--- src/rtl/gainctl_pkg.sv ---
package gainctl_pkg;

    localparam int ADDR_W  = 15;
    localparam int DATA_W  = 8;
    localparam int GAIN_W  = 6;
    localparam int STEP_W  = DATA_W - GAIN_W;
    localparam int HDR_W   = 1 + ADDR_W;
    localparam int FRAME_W = HDR_W + DATA_W;
    localparam int CNT_W   = $clog2(FRAME_W + 2);

    localparam logic [ADDR_W-1:0] CTRL_ADDR = 15'h100;

    typedef enum logic {
        OP_WRITE = 1'b0,
        OP_READ  = 1'b1
    } op_e;

    typedef struct packed {
        logic [GAIN_W-1:0] gain;
        logic [STEP_W-1:0] step;
    } ctrl_reg_t;

    // Step in dB for a step code: 2 << code
    function automatic logic [GAIN_W-1:0] step_db(input logic [STEP_W-1:0] code);
        return GAIN_W'(2) << code;
    endfunction

    // Base gain minus step, clamped at zero
    function automatic logic [GAIN_W-1:0] attenuate(input logic [GAIN_W-1:0] gain,
                                                     input logic [STEP_W-1:0] code);
        logic [GAIN_W-1:0] s;
        s = step_db(code);
        return (gain > s) ? gain - s : '0;
    endfunction

endpackage

--- src/rtl/gainctl_sync.sv ---
module gainctl_sync #(
    parameter int              W       = 1,
    parameter int              STAGES  = 2,
    parameter logic [W-1:0]    RST_VAL = '0
) (
    input  logic         clk,
    input  logic         rst,
    input  logic [W-1:0] d,
    output logic [W-1:0] q
);
    logic [W-1:0] stg [STAGES];

    always_ff @(posedge clk) begin
        if (rst) begin
            for (int i = 0; i < STAGES; i++) stg[i] <= RST_VAL;
        end else begin
            stg[0] <= d;
            for (int i = 1; i < STAGES; i++) stg[i] <= stg[i-1];
        end
    end

    assign q = stg[STAGES-1];
endmodule

--- src/rtl/gainctl_spi_slave.sv ---
module gainctl_spi_slave
    import gainctl_pkg::*;
(
    input  logic      clk,
    input  logic      rst,
    input  logic      csn_s,
    input  logic      sclk_s,
    input  logic      sdi_s,
    input  ctrl_reg_t reg_q,
    output logic      wr_valid,
    output ctrl_reg_t wr_data,
    output logic      sdo,
    output logic      sdo_oe
);
    logic               sclk_q, csn_q;
    logic               sclk_rise, csn_rise;
    logic [FRAME_W-1:0] rx_sr, rx_next;
    logic [CNT_W-1:0]   bit_cnt;
    logic [DATA_W-1:0]  tx_sr;
    logic               oe_q;
    logic               hdr_done;

    assign sclk_rise = sclk_s & ~sclk_q;
    assign csn_rise  = csn_s & ~csn_q;
    assign rx_next   = {rx_sr[FRAME_W-2:0], sdi_s};
    assign hdr_done  = sclk_rise && !csn_s && (bit_cnt == CNT_W'(HDR_W - 1));

    always_ff @(posedge clk) begin
        if (rst) begin
            sclk_q  <= 1'b0;
            csn_q   <= 1'b1;
            rx_sr   <= '0;
            bit_cnt <= '0;
            tx_sr   <= '0;
            oe_q    <= 1'b0;
        end else begin
            sclk_q <= sclk_s;
            csn_q  <= csn_s;
            if (csn_s) begin
                bit_cnt <= '0;
                oe_q    <= 1'b0;
            end else if (sclk_rise) begin
                rx_sr <= rx_next;
                if (bit_cnt != '1) bit_cnt <= bit_cnt + 1'b1;
                if (hdr_done) begin
                    oe_q  <= (op_e'(rx_next[HDR_W-1]) == OP_READ);
                    tx_sr <= (rx_next[ADDR_W-1:0] == CTRL_ADDR) ? reg_q : '0;
                end else if (bit_cnt >= CNT_W'(HDR_W) && bit_cnt < CNT_W'(FRAME_W)) begin
                    tx_sr <= {tx_sr[DATA_W-2:0], 1'b0};
                end
            end
        end
    end

    assign wr_valid = csn_rise && (bit_cnt == CNT_W'(FRAME_W))
                      && (op_e'(rx_sr[FRAME_W-1]) == OP_WRITE)
                      && (rx_sr[FRAME_W-2 -: ADDR_W] == CTRL_ADDR);
    assign wr_data  = ctrl_reg_t'(rx_sr[DATA_W-1:0]);
    assign sdo_oe   = oe_q;
    assign sdo      = oe_q & tx_sr[DATA_W-1];


    oe_off_chk: assert property (@(posedge clk) disable iff (rst)
        csn_s |=> !sdo_oe);


    oe_after_hdr_chk: assert property (@(posedge clk) disable iff (rst)
        sdo_oe |-> (bit_cnt >= CNT_W'(HDR_W)));


    wr_on_cs_rise_chk: assert property (@(posedge clk) disable iff (rst)
        wr_valid |-> $past(!csn_s));
endmodule

--- src/rtl/gainctl_gain_eval.sv ---
module gainctl_gain_eval
    import gainctl_pkg::*;
(
    input  logic              clk,
    input  logic              rst,
    input  logic              wr_valid,
    input  ctrl_reg_t         wr_data,
    input  logic              fa_s,
    input  logic              en_s,
    output ctrl_reg_t         reg_q,
    output logic [GAIN_W-1:0] gain_db,
    output logic              sleep
);
    ctrl_reg_t ctrl_q;

    always_ff @(posedge clk) begin
        if (rst) begin
            ctrl_q  <= '0;
            gain_db <= '0;
            sleep   <= 1'b1;
        end else begin
            if (wr_valid) ctrl_q <= wr_data;
            gain_db <= fa_s ? attenuate(ctrl_q.gain, ctrl_q.step) : ctrl_q.gain;
            sleep   <= !en_s;
        end
    end

    assign reg_q = ctrl_q;


    reg_hold_chk: assert property (@(posedge clk) disable iff (rst)
        !wr_valid |=> $stable(ctrl_q));


    base_gain_chk: assert property (@(posedge clk) disable iff (rst)
        !fa_s |=> (gain_db == $past(ctrl_q.gain)));


    atten_bound_chk: assert property (@(posedge clk) disable iff (rst)
        fa_s |=> (gain_db <= $past(ctrl_q.gain)));


    sleep_chk: assert property (@(posedge clk) disable iff (rst)
        !en_s |=> sleep);
endmodule

--- src/rtl/vga_gain_ctrl.sv ---
module vga_gain_ctrl
    import gainctl_pkg::*;
#(
    parameter int SYNC_STAGES = 2
) (
    input  logic              clk,
    input  logic              rst,
    input  logic              spi_csn_i,
    input  logic              spi_sclk_i,
    input  logic              spi_sdio_i,
    output logic              spi_sdio_o,
    output logic              spi_sdio_oe_o,
    input  logic              fast_atk_i,
    input  logic              enable_i,
    output logic [GAIN_W-1:0] gain_db_o,
    output logic              sleep_o
);
    localparam int NPIN = 5;

    logic [NPIN-1:0] pin_s;
    logic            csn_s, sclk_s, sdi_s, fa_s, en_s;
    logic            wr_valid;
    ctrl_reg_t       wr_data, reg_q;

    gainctl_sync #(
        .W       (NPIN),
        .STAGES  (SYNC_STAGES),
        .RST_VAL (5'b10000)
    ) sync_i (
        .clk (clk),
        .rst (rst),
        .d   ({spi_csn_i, spi_sclk_i, spi_sdio_i, fast_atk_i, enable_i}),
        .q   (pin_s)
    );

    assign {csn_s, sclk_s, sdi_s, fa_s, en_s} = pin_s;

    gainctl_spi_slave spi_i (
        .clk      (clk),
        .rst      (rst),
        .csn_s    (csn_s),
        .sclk_s   (sclk_s),
        .sdi_s    (sdi_s),
        .reg_q    (reg_q),
        .wr_valid (wr_valid),
        .wr_data  (wr_data),
        .sdo      (spi_sdio_o),
        .sdo_oe   (spi_sdio_oe_o)
    );

    gainctl_gain_eval gain_i (
        .clk      (clk),
        .rst      (rst),
        .wr_valid (wr_valid),
        .wr_data  (wr_data),
        .fa_s     (fa_s),
        .en_s     (en_s),
        .reg_q    (reg_q),
        .gain_db  (gain_db_o),
        .sleep    (sleep_o)
    );
endmodule

--- config.mk ---
export PLATFORM = sky130hd
export DESIGN_NAME = vga_gain_ctrl
export DESIGN_NICKNAME = d
export VERILOG_FILES = /design/src/rtl/gainctl_pkg.sv /design/src/rtl/gainctl_sync.sv /design/src/rtl/gainctl_spi_slave.sv /design/src/rtl/gainctl_gain_eval.sv /design/src/rtl/vga_gain_ctrl.sv
export SDC_FILE = /design/constraint.sdc
export NUM_CORES = 1
export LEC_CHECK = 0
export CAP_MARGIN = 5
export CELL_PAD_IN_SITES_DETAIL_PLACEMENT = 1
export CELL_PAD_IN_SITES_GLOBAL_PLACEMENT = 1
export CORE_ASPECT_RATIO = 1.4
export CORE_MARGIN = 4
export CORE_UTILIZATION = 30
export DETAILED_ROUTE_END_ITERATION = 12
export PLACE_DENSITY_LB_ADDON = 0.2
export SYNTH_ARGS = -nofsm -noshare
export SYNTH_HDL_FRONTEND = slang
export SYNTH_HIERARCHICAL = 1
export SYNTH_SLANG_ARGS = --single-unit
--- constraint.sdc ---
create_clock -name clk -period 2.8 [get_ports clk]
set_input_delay 0.28 -clock clk [delete_from_list [all_inputs] [get_ports clk]]
set_output_delay 0.28 -clock clk [all_outputs]
set_load 0.01 [all_outputs]
**Yosys cells after proc, flatten, opt, wreduce, memory -nomap -nowiden**

Memory sizes are Yosys's and may differ from the RTL's.
Index checks and enable logic that the tools add are counted.

- Input port bits: 7
- Memory bits (read-only): 0
- Register bits: 55
- Latch bits: 0
- Memory bits (writable): 10
- Memories kept: 1
- Logic and storage cells: 55

Memory list:

| name | depth | width | read ports | clocked after memory_dff | wr ports | line | text |
|---|---|---|---|---|---|---|---|
| sync_i.stg | 2 | 5 | 2 | 0 | 2 | gainctl_sync.sv:11 | `logic [W-1:0] stg [STAGES];` |

- Shift-type cells: 1
- $add $sub $neg: 2
- Multiplexer cells: 10
- Bitwise gates (word level): 9
- Reduce and logical (&&, ||, !) cells: 14
- Eq/ne operators: 5
- Divide/modulo/power cells: 0
- $lt $le $gt $ge: 3
- $mul: 0

Operator list:

| cell | count |
|---|---|
| 15-bit by 9-bit == test with 1-bit output (second input constant) | 2 |
| 8-bit 2-to-1 mux | 3 |
| 6-bit 2-to-1 mux | 2 |
| 5-bit 2-to-1 mux | 2 |
| 6-bit > comparator | 1 |
| 1-bit logical AND | 6 |
| 2-bit AND reduction | 3 |
| 2-bit by 2-bit << shifter with 6-bit output (first input constant) | 1 |
| 6-bit subtractor | 1 |
| 5-bit by 1-bit adder with 5-bit output (second input constant) | 1 |
| 5-bit by 4-bit == test with 1-bit output (second input constant) | 1 |
| 5-bit == test (second input constant) | 1 |
| 5-bit >= comparator (second input constant) | 1 |
| 5-bit less-than comparator (second input constant) | 1 |
| 5-bit != test (second input constant) | 1 |
| 1-bit inverter | 4 |
| 1-bit bitwise AND | 3 |
| 1-bit 2-to-1 mux | 3 |
| 3-bit AND reduction | 1 |
| 1-bit zero test | 2 |
| 1-bit OR | 2 |
| 2-bit nonzero test | 1 |
| 2-bit OR reduction | 1 |

**Longest topological paths before layout**

Gate-level depths: netlist of run 1.

- Word-level depth: 6
- Mapped depth: 8

**By module**

Netlist of run 1, hierarchy kept.

By module, submodules not included:

| module | cells each | times used | area an instance (um^2) |
|---|---|---|---|
| gainctl_spi_slave | 201 | 1 | 1729.2 |
| gainctl_gain_eval | 78 | 1 | 757.0 |
| gainctl_sync | 25 | 1 | 300.3 |

**Least setup slack after synthesis of run 1**

OpenSTA, ideal clock, no wires.

- Path kind: register to register
- Start point: register spi_i.bit_cnt[0]
- End point: register spi_i.bit_cnt[3]
- Data arrival time: 1.767 ns
- Buffers on the path: 0
- Path slack: 0.911 ns
- Stages on the path, launching flop included: 8
- Library setup time: 0.122 ns
- Data required time: 2.678 ns
- Path through: dfxtp_1 -> ha_1 -> and3_1 -> ha_1 -> nor3b_1 -> nand4_1 -> xor2_1 -> nor2_1

- Word-level cells in the longest chain between the ends: 2
- Elaborated cells between the ends (all ways): 3
- Classes of those cells: add/sub: 1; eq/ne: 1; reduce/logical: 1

Ends and longest elaborated chain:

| what | line | text |
|---|---|---|
| start: declaration | gainctl_spi_slave.sv:18 | `logic [CNT_W-1:0] bit_cnt;` |
| start signal: assignment | gainctl_spi_slave.sv:44 | `if (bit_cnt != '1) bit_cnt <= bit_cnt + 1'b1;` |
| parallel branches: the longest is 2 deep, another holds 5-bit by 1-bit adder with 5-bit output | n/a |  |

Parallel ways; which one is timed is not known.
A chain may end at the register's enable or synchronous reset.

**Worst setup path in the final report of run 1**

- Start point: register spi_i.bit_cnt[0]
- End point: register spi_i.tx_sr[2]

- Word-level cells in the longest chain between the ends: 4
- Elaborated cells between the ends (all ways): 8
- Classes of those cells: order compare: 2; eq/ne: 1; mux: 1; reduce/logical: 4

Ends and longest elaborated chain:

| what | line | text |
|---|---|---|
| 5-bit >= comparator (tied with other cells) | gainctl_spi_slave.sv:48 | `end else if (bit_cnt >= CNT_W'(HDR_W) && bit_cnt < CNT_W'(FRAME_W)) begin` |
| 1-bit logical AND (on tied branches) | gainctl_spi_slave.sv:48, gainctl_spi_slave.sv:26 |  |
| 2-bit nonzero test (no line) | n/a |  |
| 3-bit AND reduction (no line) | n/a |  |
| end signal: assignment | gainctl_spi_slave.sv:47 | `tx_sr <= (rx_next[ADDR_W-1:0] == CTRL_ADDR) ? reg_q : '0;` |
| end signal: assignment | gainctl_spi_slave.sv:49 | `tx_sr <= {tx_sr[DATA_W-2:0], 1'b0};` |
| end: declaration | gainctl_spi_slave.sv:19 | `logic [DATA_W-1:0] tx_sr;` |

Parallel ways exist; a longest one is shown, timed or not.

==> metrics.yaml, run 1 <==
p_leak_nw: 1.06
r2r_start: "spi_i/bit_cnt[0]"
die_w_um: 89.5
drv_slew: 0
dieArea_sq_um: 10900
wl_per_cell_um: 15.2
hold_path.class: "register to register"
peakVddDrop_uv: 312
max_slew_margin: 0.586
synth_nets: 320
vias_per_cell: 5.02
cpMostUsedCell: "ha_1"
grt_start_max_net_pins: 33
drt_iter0_markers: 70
clk_latency_ns: 0.32
nNetsFinal: 321
gp_congestion: 0.770
place_hpwl_mm: 4.36
worstPathRequired_ns: 3.04
synth_area_leaders: "dfxtp_1 47%, nand2_1 6.9%, a21oi_1 5.2%, buf_4 4.0%, ha_1 4.0%"
slowest_delay_ns: 0.52
cp-start-kind: "register"
core.rowCount: 41
max-cap-violations: 0
power.density_nw_per_um2: 643
dr.pass1.iters: 3
ys_ff_latch: 65
drive_gt1_frac: 0.116
htreeDepth: 3
grt_pass1_wl_mm: 10.8
yosys.area.top_type_share: 0.467
grt_pass1_vias: 2199
diodes: 0
post-cts-setup-buffers: 0
final_core_util: 0.357
min_period_ns: 2.42
num_io_pins: 16
cts_tree: "yes"
max_freq_mhz: 413
cts_resized: 0
initial_utilization: 0.309
mostFrequentLayoutCells: "65 x dfxtp_1, 51 x nand2_1, 29 x a21oi_1, 26 x nor2_1, 14 x clkdlybuf4s50_1"
ys_warn_count: 6
grt_setup_unrepaired: "false"
crit_arrival_ns: 2.66
layout_commonest_cell: "dfxtp_1"
cp_max_fo: 9
clk_pin_slew_ns: 0.05
track_usage: 0.132
area_growth_pct: 15.7
setup_violations: 0
synth_area_sq_um: 2790
hold_start: "sync_i/stg[0][5]"
status: "finished clean"
setup_tns_ns: 0
cts_sinks: 65
cts_root_buf: "clkbuf_16"
avgSynthCellArea_sq_um: 9.17
overflow: 0
post-route-period-util: 0.865
drt-total-wl_mm: 6.32
crit_slowest_cell: "nor4_4"
critPathKind: "register to register"
synth_cell_type_count: 45
end_kind: "register"
synth_top_area_cell: "dfxtp_1"
netlist_instances: 304
drc: 0
ant_nets: 0
core_sq_um: 9030
skew_ns: 0.00374
port_buffers: 15
synth_seq_area_share: 0.467
hold_buffers: 0
tightest_slew_ns: 0.621
numCtsBuffers: 9
cts.path.max_buffers: 2
crit_start: "spi_i/bit_cnt[0]"
cp_cell_sequence: "ha_1 > and3_1 > ha_1 > nand4bb_1 > nor4_4 > a32oi_1 > a211oi_2"
antenna_found_initial: 0
die_h_um: 122
hold_violations: 0
via_count: 2095
worst paths after layout:
check,to,cells past startpoint,slack [ns]
hold / removal,gain_i/sleep,1,0.37
setup / recovery,spi_i/tx_sr[2],7,0.38
setup reg to reg,spi_i/tx_sr[2],7,0.38
hold reg to reg,gain_i/sleep,1,0.37
stage by stage:
step | std cells | hold slack, ns | instance area (sq um) | setup slack (ns) | total power [W]
after global routing | 417 | 0.388 | 3220 | 0.189 | 0.00216
final | 417 | 0.373 | 3220 | 0.378 | 0.00207
after CTS | 417 | 0.379 | 3220 | 0.374 | 0.00211
after floorplan | 304 | 0.352 | 2790 | 0.911 | 0.000988
after global placement | 401 | 0.357 | 2930 | 0.515 | 0.00100
after detailed placement | 401 | 0.367 | 2930 | 0.406 | 0.00101
cell type report:
cell class	instances	area [sq um]
clock buffers	13	250
clock inverters	3	40.0
fillers	1068	5800
inverters	6	22.5
multi-input cells	204	1300
flip-flops and latches	65	1300
well taps	107	134
repair buffers	19	175
kinds of logic after synthesis:
kind of cell / after synthesis / synth area share
XOR/XNOR: 5 / 0.0157
flip-flops: 65 / 0.467
multiplexers: 8 / 0.0287
AO/OA/AOI/OAI: 54 / 0.140
adder cells (fa/ha/maj): 9 / 0.0404
AND/OR/NAND/NOR: 128 / 0.240
buffers and inverters: 35 / 0.0683
cell usage after synthesis, drive strengths merged:
| library cell | number |
|---|---|
| dfxtp | 65 |
| nand2 | 51 |
| a21oi | 29 |
| nor2 | 26 |
| buf | 18 |
| clkbuf | 11 |
| nor2b | 10 |
| a211oi | 9 |
| ha | 9 |
| mux2i | 8 |
| nand2b | 8 |
| a32oi | 7 |
| inv | 6 |
| nor4 | 4 |
| or2 | 4 |
| nand4 | 3 |
| nor3b | 3 |
| nor4b | 3 |
| or3b | 3 |
| xor2 | 3 |
| nand3 | 2 |
| o21a | 2 |
| o32ai | 2 |
| or4b | 2 |
| xnor2 | 2 |
| a2111oi | 1 |
| and2 | 1 |
| and3 | 1 |
| and4b | 1 |
| nand3b | 1 |
| nand4bb | 1 |
| nor3 | 1 |
| nor4bb | 1 |
| o211ai | 1 |
| o21ai | 1 |
| o31ai | 1 |
| o41ai | 1 |
| or3 | 1 |
| or4 | 1 |
worst max-delay path: cells and delay by family, from the launching register on:
family,cells,cell delay [ns]
AOI/OAI and AO/OA,2,0.44
and+or+nand+nor,3,1.12
DFF,1,0.39
adders and majority gates,2,0.39
layer usage:
metal | vias up | GRT usage | share of wire
met3 | 10 | 0.0365 | 0.023
met5 | - | 0 | 0
li1 | 1033 | - | -
met2 | 18 | 0.232 | 0.54
met1 | 1034 | 0.144 | 0.42
met4 | 0 | 0.0577 | 0.022
where the power goes:
group          switching [W]  internal (W)  total (W)
sequential        0.00000535      0.000935   0.000940
combinational      0.0000245     0.0000195  0.0000440
clock               0.000379      0.000711    0.00109
total               0.000409       0.00166    0.00207
sequential cells by signal, summed over array words and instances, names as in the netlist:
signal	cells
gain_i/sleep	1
sync_i/stg	10
spi_i/tx_sr	8
spi_i/csn_q	1
gain_i/reg_q	8
spi_i/bit_cnt	5
spi_i/sdo_oe	1
gain_i/gain_db	6
spi_i/sclk_q	1
spi_i/rx_sr	24
Power figures use the tool's default switching activity.
==> run 2: changes to the inputs <==
- DONT_BUFFER_PORTS: not set -> 1
==> metrics.yaml, run 2 (synthesis results as in run 1) <==
initial_utilization: 0.309  # unchanged
cts_tree: "yes"  # unchanged
pre_cts_ws_ns: 0.671  # was 0.406 ns
worstPathRequired_ns: 3.05  # was 3.04 ns
power.density_nw_per_um2: 668  # was 643 nW/um^2
hold_buffers: 0  # unchanged
overflow: 0  # unchanged
nNetsFinal: 305  # was 321
grt_start_max_net_pins: 61  # was 33
drc: 0  # unchanged
ant_nets: 0  # unchanged
wl_per_cell_um: 14.8  # was 15.2 um
setup_tns_ns: 0  # unchanged
cpMostUsedCell: "ha_1"  # unchanged
clk_latency_ns: 0.33  # was 0.32 ns
cp_max_fo: 9  # unchanged
cp_cell_sequence: "ha_1 > and3_1 > ha_1 > nand4bb_1 > buf_4 > nor4_4 > a32oi_1 > a211oi_2"  # was ha_1 > and3_1 > ha_1 > nand4bb_1 > nor4_4 > a32oi_1 > a211oi_2
cts_resized: 0  # unchanged
layout_commonest_cell: "dfxtp_1"  # unchanged
cts_sinks: 65  # unchanged
hold_violations: 0  # unchanged
setup_violations: 0  # unchanged
grt_pass1_wl_mm: 10.1  # was 10.8 mm
clk_pin_slew_ns: 0.05  # about the same
peakVddDrop_uv: 302  # was 312 uV
antenna_found_initial: 0  # unchanged
htreeDepth: 3  # unchanged
fillCellCount: 1044  # was 1068
die_w_um: 89.5  # unchanged
critPathKind: "register to register"  # unchanged
hold_path.class: "input pin to register"  # was register to register
max_freq_mhz: 473  # was 413 MHz
drt-total-wl_mm: 5.92  # was 6.32 mm
regMostFlops: "spi_i/rx_sr"  # unchanged
core.rowCount: 41  # unchanged
skew_ns: 0.0110  # was 0.00374 ns
max-cap-violations: 0  # unchanged
grt_setup_unrepaired: "false"  # unchanged
post-cts-setup-buffers: 0  # unchanged
drv_slew: 0  # unchanged
crit_slowest_cell: "dfxtp_1"  # was nor4_4
min_period_ns: 2.11  # was 2.42 ns
reg_top3: "spi_i/rx_sr (24), sync_i/stg (10)"  # unchanged
num_io_pins: 16  # unchanged
area_growth_pct: 10.2  # was 15.7%
cts.path.max_buffers: 2  # unchanged
regArea_sq_um: 1300  # unchanged
tightest_slew_ns: 0.790  # was 0.621 ns
p_leak_nw: 0.999  # was 1.06 nW
place_hpwl_mm: 4.03  # was 4.36 mm
mostFrequentLayoutCells: "65 x dfxtp_1, 51 x nand2_1, 29 x a21oi_1, 26 x nor2_1, 10 x nor2b_1"  # was 65 x dfxtp_1, 51 x nand2_1, 29 x a21oi_1, 26 x nor2_1, 14 x clkdlybuf4s50_1
track_usage: 0.124  # was 0.132
multi_input_area_sq_um: 1300  # unchanged
post-route-period-util: 0.755  # was 0.865
drt_iter0_markers: 80  # was 70
status: "finished clean"  # unchanged
slowest_delay_ns: 0.38  # was 0.52 ns
gp_congestion: 0.763  # was 0.770
port_buffers: 0  # was 15
end_kind: "register"  # unchanged
dr.pass1.iters: 4  # was 3
largest_reg_flops: 24  # unchanged
cts_root_buf: "clkbuf_16"  # unchanged
die_h_um: 122  # unchanged
dieArea_sq_um: 10900  # unchanged
drive_gt1_frac: 0.116  # about the same
grt_pass1_vias: 2043  # was 2199
numCtsBuffers: 9  # unchanged
setup_slack_ns: 0.685  # was 0.378 ns
core_sq_um: 9030  # unchanged
cp-start-kind: "register"  # unchanged
vias_per_cell: 4.98  # was 5.02
crit_arrival_ns: 2.37  # was 2.66 ns
via_count: 1995  # was 2095
diodes: 0  # unchanged
max_slew_margin: 0.472  # was 0.586
[run 2: changes by cell type in the layout (fill, tap and decap cells not counted)]
cell             delta
buf_4               -1
clkdlybuf4s50_1    -14
buf_2               -1
[run 2: final timing paths]
path	start	endpoint	slack, ns	cells after the start
min reg2reg	sync_i/stg[0][5]	gain_i/sleep	0.39	1
max	spi_i/bit_cnt[0]	spi_i/tx_sr[1]	0.69	8
max reg2reg	spi_i/bit_cnt[0]	spi_i/tx_sr[1]	0.69	8
min	rst	sync_i/stg[0][3]	0.02	1
[run 2: power by group]
part / internal, W / switching (W) / leakage (nW)
clock network: 0.000710 / 0.000384 / 0.144
logic: 0.00000976 / 0.00000793 / 0.330
registers: 0.000935 / 0.00000618 / 0.526
total: 0.00165 / 0.000398 / 0.999
[run 2: routing by layer]
| layer | GRT usage | vias up | wire length (um) |
|---|---|---|---|
| met5 | 0 | - | 0 |
| met1 | 0.142 | 954 | 2590 |
| li1 | - | 1004 | - |
| met2 | 0.202 | 25 | 3010 |
| met4 | 0.0764 | 0 | 172 |
| met3 | 0.0325 | 12 | 144 |
[run 2: critical path, delay by kind of cell, from the launching register on]
family / cells / cell delay [ns]
AND/OR/NAND/NOR: 3 / 0.64
AO/OA/AOI/OAI: 2 / 0.44
flip-flops: 1 / 0.38
adder cells (fa/ha/maj): 2 / 0.38
buffers and inverters: 1 / 0.18
[run 2: layout make-up]
class	count	share of cell area
Clock inverter	3	0.0130
Sequential cell	65	0.424
Timing Repair Buffer	3	0.00733
Inverter	6	0.00733
Clock buffer	13	0.0815
Multi-Input combinational cell	204	0.424
Tap cell	107	0.0436
[run 2: metrics by stage]
stage | util | instance area, sq um | std cells | total power [W] | hold WS, ns
after global placement | 0.308 | 2780 | 385 | 0.000979 | 0.353
after floorplan | - | 2790 | 304 | 0.000988 | 0.352
after global routing | 0.340 | 3070 | 401 | 0.00214 | 0.00400
after detailed placement | 0.308 | 2780 | 385 | 0.000979 | 0.352
final | 0.340 | 3070 | 401 | 0.00205 | 0.0199
after CTS | 0.340 | 3070 | 401 | 0.00209 | 0.000457
==> run 3: changes to the inputs <==
- clock period: 2.8 -> 1.96 ns (I/O delays scaled with it)
==> metrics.yaml, run 3 (synthesis results as in run 1) <==
status: "finished clean"  # unchanged
drv_slew: 0  # unchanged
drt_iter0_markers: 100  # was 80
fin_area_sq_um: 3270  # was 3070 sq um
worstPathRequired_ns: 2.16  # was 3.05 ns
r2r.worst_path.cells: 8  # unchanged
cts.path.max_buffers: 2  # unchanged
num_io_pins: 16  # unchanged
cp_max_fo: 6  # was 9
grt_pass1_vias: 2246  # was 2043
final_core_util: 0.363  # was 0.340
post-route-period-util: 0.966  # was 0.755
vias_per_cell: 5.02  # was 4.98
setup_violations: 0  # unchanged
max-cap-violations: 0  # unchanged
max_slew_margin: 0.654  # was 0.472
setup_slack_ns: 0.0670  # was 0.685 ns
via_count: 2087  # was 1995
antenna_found_initial: 0  # unchanged
hold_ws_ns: 0.0161  # was 0.0199 ns
hold_path.class: "input pin to register"  # unchanged
critPathKind: "register to register"  # unchanged
core.rowCount: 41  # unchanged
skew_ns: 0.00751  # was 0.0110 ns
wl_per_cell_um: 15.8  # was 14.8 um
slowest_delay_ns: 0.40  # was 0.38 ns
p_leak_nw: 1.07  # was 0.999 nW
mostFrequentLayoutCells: "64 x dfxtp_1, 51 x nand2_1, 28 x a21oi_1, 26 x nor2_1, 12 x buf_4"  # was 65 x dfxtp_1, 51 x nand2_1, 29 x a21oi_1, 26 x nor2_1, 10 x nor2b_1
regMostFlops: "spi_i/rx_sr"  # unchanged
ant_nets: 0  # unchanged
drt-total-wl_mm: 6.58  # was 5.92 mm
power.density_nw_per_um2: 889  # was 668 nW/um^2
reg2reg_slack_ns: 0.07  # was 0.69 ns
peakVddDrop_uv: 414  # was 302 uV
clk_pin_slew_ns: 0.06  # was 0.05 ns
htreeDepth: 3  # unchanged
cp-start-kind: "register"  # unchanged
crit_slowest_cell: "dfxtp_1"  # unchanged
max_freq_mhz: 528  # was 473 MHz
min_period_ns: 1.89  # was 2.11 ns
hold-path-cell-count: 1  # unchanged
dr.pass1.iters: 4  # unchanged
hold_violations: 0  # unchanged
clk_latency_ns: 0.33  # about the same
area_growth_pct: 17.5  # was 10.2%
drive_gt1_frac: 0.181  # was 0.116
track_usage: 0.135  # was 0.124
die_h_um: 122  # unchanged
grt_pass1_wl_mm: 11.2  # was 10.1 mm
cts_root_buf: "clkbuf_16"  # unchanged
die_w_um: 89.5  # unchanged
place_hpwl_mm: 4.26  # was 4.03 mm
dieArea_sq_um: 10900  # unchanged
cp_cell_sequence: "or2_2 > inv_1 > ha_1 > nand2b_1 > a21oi_2 > nor4b_1 > buf_4 > a2111oi_1"  # was ha_1 > and3_1 > ha_1 > nand4bb_1 > buf_4 > nor4_4 > a32oi_1 > a211oi_2
numCtsBuffers: 9  # unchanged
place_inst: 394  # was 385
nNetsFinal: 320  # was 305
fillCellCount: 1009  # was 1044
crit_arrival_ns: 2.09  # was 2.37 ns
core_sq_um: 9030  # unchanged
diodes: 0  # unchanged
cts_tree: "yes"  # unchanged
tightest_slew_ns: 0.519  # was 0.790 ns
instances_no_fill: 416  # was 401
layout_commonest_cell: "dfxtp_1"  # unchanged
end_kind: "register"  # unchanged
largest_reg_flops: 24  # unchanged
port_buffers: 0  # unchanged
drc: 0  # unchanged
overflow: 0  # unchanged
reg_top3: "spi_i/rx_sr (24), sync_i/stg (10)"  # unchanged
dpl_cell_area_sq_um: 2850  # was 2780 sq um
pre_cts_ws_ns: -0.0177  # was 0.671 ns
grt_setup_unrepaired: "true"  # was false
gp_congestion: 0.798  # was 0.763
cts_sinks: 65  # unchanged
grt_start_max_net_pins: 58  # was 61
initial_utilization: 0.309  # unchanged
==> run 3: layout make-up <==
class,count,area [sq um],share of cell area
Inverter,6,22.5,0.00688
Timing Repair Buffer,18,169,0.0516
Tap cell,107,134,0.0409
Sequential cell,65,1300,0.398
Clock buffer,12,256,0.0784
Clock inverter,4,27.5,0.00841
Multi-Input combinational cell,204,1360,0.416
==> run 3: what timing repair did <==
item,4_1_cts,5_1_grt
hold buffers,5,0
setup endpoints to repair,2,13
resized for setup,0,12
setup buffers,0,1
hold endpoints to repair,57,0
pin swaps,0,2
==> run 3: path summary, 6_finish.rpt <==
check	start	end
max	gain_i/reg_q[1]	gain_i/gain_db[1]
min	fast_atk_i	sync_i/stg[0][1]
max reg2reg	gain_i/reg_q[1]	gain_i/gain_db[1]
min reg2reg	sync_i/stg[0][5]	gain_i/sleep
==> run 3: worst max-delay path: cells and delay by family, from the launching register on <==
| kind | cells | cell delay, ns |
|---|---|---|
| AO/OA/AOI/OAI | 2 | 0.56 |
| flip-flops | 1 | 0.40 |
| adder cells (fa/ha/maj) | 1 | 0.17 |
| buffers and inverters | 2 | 0.20 |
| AND/OR/NAND/NOR | 3 | 0.42 |
==> run 3: layer usage <==
metal  global-route usage  vias up  share of wire
met5                    0        -              0
met4               0.0838        0          0.034
met3               0.0271       16          0.019
met2                0.231       20           0.53
met1                0.149     1020           0.42
li1                     -     1031              -
==> run 3: through the flow <==
stage	TNS [ns]	total power, W
after floorplan	0	0.00141
after global placement	0	0.00140
after detailed placement	-0.0263	0.00140
after CTS	-0.0323	0.00296
after global routing	-0.109	0.00303
final	0	0.00291
==> run 3: report_power, final <==
| group | switching (W) | internal [W] |
|---|---|---|
| clock | 0.000580 | 0.000922 |
| combinational | 0.0000337 | 0.0000279 |
| sequential | 0.00000996 | 0.00133 |
